--- src/rtl/inv_xcvr_core.sv ---
module inv_xcvr_core #(
  parameter int W = 9
) (
  input  logic         clk,
  input  logic         rst_n,
  input  logic [1:0]   mode,
  input  logic         strb_ab,
  input  logic         strb_ba,
  input  logic [W-1:0] a_in,
  input  logic         a_drv,
  input  logic         b_en_hi,
  input  logic         b_en_lo,
  input  logic         pwr_ok,
  input  logic [W-1:0] b_bus,
  input  logic [W-1:0] b_float,
  output logic [W-1:0] a_out,
  output logic         a_oe,
  output logic [W-1:0] b_pull
);
  localparam logic [1:0] M_LATCH = 2'b00;
  localparam logic [1:0] M_THRU  = 2'b01;
  localparam logic [1:0] M_REG   = 2'b10;
  localparam logic [1:0] M_SPLIT = 2'b11;

  logic ab_thru, ab_latch, ab_reg;
  logic ba_thru, ba_latch, ba_reg;
  assign ab_thru  = (mode == M_THRU);
  assign ab_latch = (mode == M_LATCH);
  assign ab_reg   = (mode == M_REG) || (mode == M_SPLIT);
  assign ba_thru  = (mode == M_THRU);
  assign ba_latch = (mode == M_LATCH) || (mode == M_SPLIT);
  assign ba_reg   = (mode == M_REG);

  logic [W-1:0] b_seen;
  assign b_seen = b_bus & ~b_float;

  logic [W-1:0] ab_q, ba_q;
  logic         ab_prev, ba_prev;
  logic         ab_load, ba_load;

  assign ab_load = (ab_latch && !strb_ab) || (ab_reg && strb_ab && !ab_prev);
  assign ba_load = (ba_latch && !strb_ba) || (ba_reg && strb_ba && !ba_prev);

  always_ff @(posedge clk or negedge rst_n) begin
    if (!rst_n) begin
      ab_q    <= '0;
      ba_q    <= '0;
      ab_prev <= 1'b1;
      ba_prev <= 1'b1;
    end else begin
      ab_prev <= strb_ab;
      ba_prev <= strb_ba;
      if (ab_load) ab_q <= a_in;
      if (ba_load) ba_q <= b_seen;
    end
  end

  logic [W-1:0] ab_val, ba_val;
  assign ab_val = (ab_thru || (ab_latch && !strb_ab)) ? a_in   : ab_q;
  assign ba_val = (ba_thru || (ba_latch && !strb_ba)) ? b_seen : ba_q;

  logic b_on;
  assign b_on   = b_en_hi && !b_en_lo && pwr_ok;
  assign b_pull = b_on ? ab_val : '0;
  assign a_out  = ~ba_val;
  assign a_oe   = a_drv;
endmodule


--- config.mk ---
export PLATFORM = sky130hd
export DESIGN_NAME = inv_xcvr_core
export DESIGN_NICKNAME = d
export VERILOG_FILES = /design/src/rtl/inv_xcvr_core.sv
export SDC_FILE = /design/constraint.sdc
export NUM_CORES = 1
export LEC_CHECK = 0
export ABC_AREA = 1
export CORE_MARGIN = 2
export CORE_UTILIZATION = 40
export DETAILED_ROUTE_END_ITERATION = 8
export DONT_BUFFER_PORTS = 1
export PLACE_DENSITY = 0.57
export SETUP_SLACK_MARGIN = 0.4
export SYNTH_ARGS = -nofsm -noshare
export SYNTH_HDL_FRONTEND = slang
export SYNTH_SLANG_ARGS = --single-unit
--- constraint.sdc ---
create_clock -name clk -period 1.4 [get_ports clk]
set_input_delay 0.21 -clock clk [delete_from_list [all_inputs] [get_ports clk]]
set_output_delay 0.21 -clock clk [all_outputs]
set_load 0.02 [all_outputs]
**After elaboration in Yosys (flattened, before gate mapping)**

Index checks and enable logic that the tools add are counted.

- Flip-flop bits (word level): 20
- Input bits: 37
- Output and inout port bits: 19
- Logic and storage cells: 33

- Equal/unequal tests: 3
- Multiplexer cells: 3
- Bitwise gates (word level): 3
- Reductions and logical operators: 20

Operator list:

| kind | count |
|---|---|
| 2-to-1 mux 9 bit | 3 |
| inverter 9 bit | 2 |
| bitwise AND 9 bit | 1 |
| logical AND 1 bit | 8 |
| logical OR 1 bit | 6 |
| logical NOT 1 bit | 5 |
| equality test 2 bit (second input constant) | 2 |
| equality test 2 x 1 -> 1 bit (second input constant) | 1 |
| logical NOT 2 bit | 1 |

**Depth between registers and ports, before layout**

- Word-level depth: 6
- Depth in mapped cells: 8
- Mapped depth without buffers: 8

**Worst setup path after synthesis**

No wires, ideal clock.

- Kind: input-to-output
- Start point: input mode[0]
- End point: output a_out[0]
- Data arrival time: 1.308 ns
- Required time: 1.190 ns
- Slack: -0.118 ns
- Cell stages on the path: 7
- Path buffers: 1
- Path through: inv_1 ha_1 inv_1 nand2_2 nand2_4 buf_6 o21ai_0

- Longest elaborated chain between the ends: 6
- Elaborated cells between the ends (all ways): 8
- Those cells by class: 2 x eq/ne; 1 x mux; 1 x bitwise; 4 x reduce/logical

Ends and longest elaborated chain:

| what | RTL line | source |
|---|---|---|
| start: declaration | 6 | `input logic [1:0] mode,` |
| equality test 2 bit or logical NOT 2 bit (tied branches) | 31 | `assign ba_latch = (mode == M_LATCH) \|\| (mode == M_SPLIT);` |
| logical OR 1 bit | 31 |  |
| logical AND 1 bit | 60 | `assign ba_val = (ba_thru \|\| (ba_latch && !strb_ba)) ? b_seen : ba_q;` |
| logical OR 1 bit (*) | 60 |  |
| 2-to-1 mux 9 bit (*) | 60 |  |
| inverter 9 bit (*) | 65 | `assign a_out = ~ba_val;` |
| end: declaration | 16 | `output logic [W-1:0] a_out,` |

Mark *: on every way between the ends. The rest lies on a longest branch, timed or not.

**Worst setup path in the final report**

- Start point: register ab_q[4]
- End point: output b_pull[4]

- Longest elaborated chain between the ends: 2

Ends and longest elaborated chain:

| what | RTL line | source |
|---|---|---|
| start: declaration | 37 | `logic [W-1:0] ab_q, ba_q;` |
| start signal: assignment | 53 | `if (ab_load) ab_q <= a_in;` |
| 2-to-1 mux 9 bit | 59 | `assign ab_val = (ab_thru \|\| (ab_latch && !strb_ab)) ? a_in : ab_q;` |
| 2-to-1 mux 9 bit | 64 | `assign b_pull = b_on ? ab_val : '0;` |
| end: declaration | 18 | `output logic [W-1:0] b_pull` |

Every way passes these cells.

==> summary.md <==
| Metric | Value |
|---|---|
| Status | `finished, final reports clean` |
| Mapped Area | `1330 µm²` |
| Port bufs | `0` |
| CP max stage delay | `0.37 ns` |
| Most frequent cells in the layout | `nand2_1, inv_1, nand3_1` |
| CP cell instances | `inv_1 > nand3_1 > nand2_1 > nor2_4` |
| Top-area cell type share of the netlist area | `34.0%` |
| Synth warn | `0` |
| Crit-path slowest cell | `dfrtp_1` |
| Via count | `1,243` |
| Worst EP required | `1.19 ns` |
| GRT Residual Overflow | `0` |
| Area share of fa/ha/maj cells after synthesis | `3.78%` |
| Synthesized Nets | `235` |
| Layout cell share with drive strength beyond 1 | `36.4%` |
| Die H | `61.6 µm` |
| Ant. Diodes | `0` |
| Total CTS buffers | `3` |
| Synth top area cells | `dfrtp_1, nand2_1, inv_1` |
| HPWL Detailed | `2120 µm` |
| DRT Pass-1 Iters | `4` |
| Via density | `4.91` |
| Critical path fanouts, max | `2` |
| Final Max Tran Viols | `0` |
| Layout Skew | `0.00237 ns` |
| Pwr dens | `947 nW/µm²` |
| Tcrit/Tclk final | `89.5%` |
| Die ar. | `3790 µm²` |
| PnR worst setup slack | `0.147 ns` |
| Critical path endpoint category | `output pin` |
| Final Critical Period | `1.25 ns` |
| CP arrival | `1.04 ns` |
| Clk_lat worst skew | `0.31 ns` |
| Post-synthesis to final-layout area growth | `45.0%` |
| FILL cells | `293` |
| Largest family of logic cells by synthesized area | `simple AND/OR/NAND/NOR gates` |
| Final GP Congestion | `0.748` |
| Number of global-route vias before repair | `1,272` |
| Synth Area in XOR/XNOR | `0%` |
| Place WS | `0.0718 ns` |
| Register Area | `503 µm²` |
| Setup-failing EPs final | `0` |
| Placeable Area | `3100 µm²` |
| Syn avg cell area | `6.83 µm²` |
| Multi-input logic area | `1010 µm²` |
| DRC | `0` |
| Netlist cell types | `17` |
| Placed Cells | `234` |
| Largest net degree at the start of global routing | `21` |
| Rows | `20` |
| H-Tree Depth | `1` |
| Clock Tree Buf Depth | `2` |
| Post-synth top area cell | `dfrtp_1` |
| Final Util | `61.9%` |
| First-pass GRT wire length | `5500 µm` |
| Max-slew headroom | `37.3%` |
| Fin cells | `253` |
| Final Hold Vio Count | `0` |
| Final Net Count | `251` |
| RSZ-0062 raised after global routing | `true` |
| Compound-Gate Fraction of Synth Area | `4.72%` |
| Critical path class | `reg2out` |
| Initial DRC count | `59` |
| WL per Instance | `12.9 µm` |
| Sequential fraction of the synthesis area | `38.0%` |
| Cell count after synthesis | `194` |
| Simple-gate share of the synthesized area | `39.7%` |
| CTS tree | `yes` |
| Hold slack | `0.00234 ns` |
| # clock sinks | `20` |
| Sum of negative setup slack | `0 ns` |
| All-Layer GR Usage | `19.5%` |
| Final WL | `3280 µm` |
| Critical Path Start Type | `flip-flop` |
| Die X | `61.6 µm` |
| Initial antenna violation count | `0` |
| Worst VDD drop | `0.532 mV` |
| Tightest Hold Check Type | `in2reg` |
| Max-Cap Viols | `0` |
| Post-synthesis mux area share | `0%` |
| CTS root buf | `clkbuf_4` |
| Leak | `0.947 nW` |
| I/O pins | `56` |
| Clock-pin transition on the worst setup and hold timing paths | `0.12 ns` |
| Remaining antenna violation count | `0` |
| Measured slew at the worst slew-check pin | `0.941 ns` |
| Max Fclk | `798 MHz` |
| FF+latch count, synth | `20` |
| Commonest non-fill, non-tap cell in the layout | `nand2_1` |
| Starting Density | `42.7%` |
## cell usage after synthesis, drive strengths merged
library cell,n
nor2,29
dfrtp,18
inv,36
nand3,28
nand2,61
o21ai,10
a21oi,1
dfstp,2
buf,5
ha,4
## critical path, delay by kind of cell (launching register included)
| kind | cells | cell delay (ns) |
|---|---|---|
| flops | 1 | 0.37 |
| simple gates | 3 | 0.33 |
| buf+inv | 1 | 0.04 |
## report_power, final
part           total (W)  internal [W]  switching (W)
registers       0.000728      0.000665      0.0000632
clock network   0.000484      0.000290       0.000195
logic           0.000607      0.000236       0.000371
## through the flow
stage / area [µm²] / power (W)
after global placement: 1570 / 0.00120
final: 1920 / 0.00182
after CTS: 1860 / 0.00180
after floorplan: 1570 / 0.00117
after global routing: 1920 / 0.00192
after detailed placement: 1570 / 0.00121
## routing by layer
metal / vias to the layer above / global-route usage (%) / part of all wire (%) / wire length, µm
met2: 30 / 32.5 / 50 / 1630
li1: 630 / - / - / -
met5: - / 0 / 0 / 0
met1: 578 / 26.4 / 45 / 1460
met4: 0 / 6.38 / 1.4 / 47
met3: 5 / 2.31 / 4.1 / 135
## what timing repair did
action,in CTS,in global routing
setup buffers,6,1
endpoints found under the setup margin,36,56
endpoints found under the hold margin,24,0
gates cloned,3,0
resized for setup,22,13
hold buffers,5,0
pin swaps,12,15
## final timing paths
| check | to | depth (start not counted) | slack, ns | startpoint |
|---|---|---|---|---|
| max | b_pull[4] | 4 | 0.15 | ab_q[4]$_DFFE_PN0P_ |
| min | ab_q[4]$_DFFE_PN0P_ | 2 | 0.002 | a_in[4] |
| max reg2reg | ba_q[3]$_DFFE_PN0P_ | 5 | 0.34 | ba_prev$_DFF_PN1_ |
| min reg2reg | ab_q[2]$_DFFE_PN0P_ | 2 | 0.52 | ab_q[2]$_DFFE_PN0P_ |
| max in group asynchronous | ab_q[6]$_DFFE_PN0P_ | 1 | 0.73 | rst_n |
| min in group asynchronous | ba_q[2]$_DFFE_PN0P_ | 1 | 0.10 | rst_n |
## cell families after synthesis
kind of cell,count (synthesis)
and+or+nand+nor,118
DFF,20
AOI/OAI and AO/OA,11
adders and majority gates,4
buffers and inverters,41
## flip-flops by register name, indices dropped and copies added, names as in the netlist
register / flops
ab_q: 9
ba_q: 9
ab_prev: 1
ba_prev: 1
## layout make-up
type	instances	area share, %
Multi-Input combinational cell	136	52.5
Tap cell	44	2.86
Timing Repair Buffer	13	6.90
Clock buffer	3	1.17
Inverter	36	8.85
Clock inverter	1	1.56
Sequential cell	20	26.2
Power figures use the tool's default switching activity.
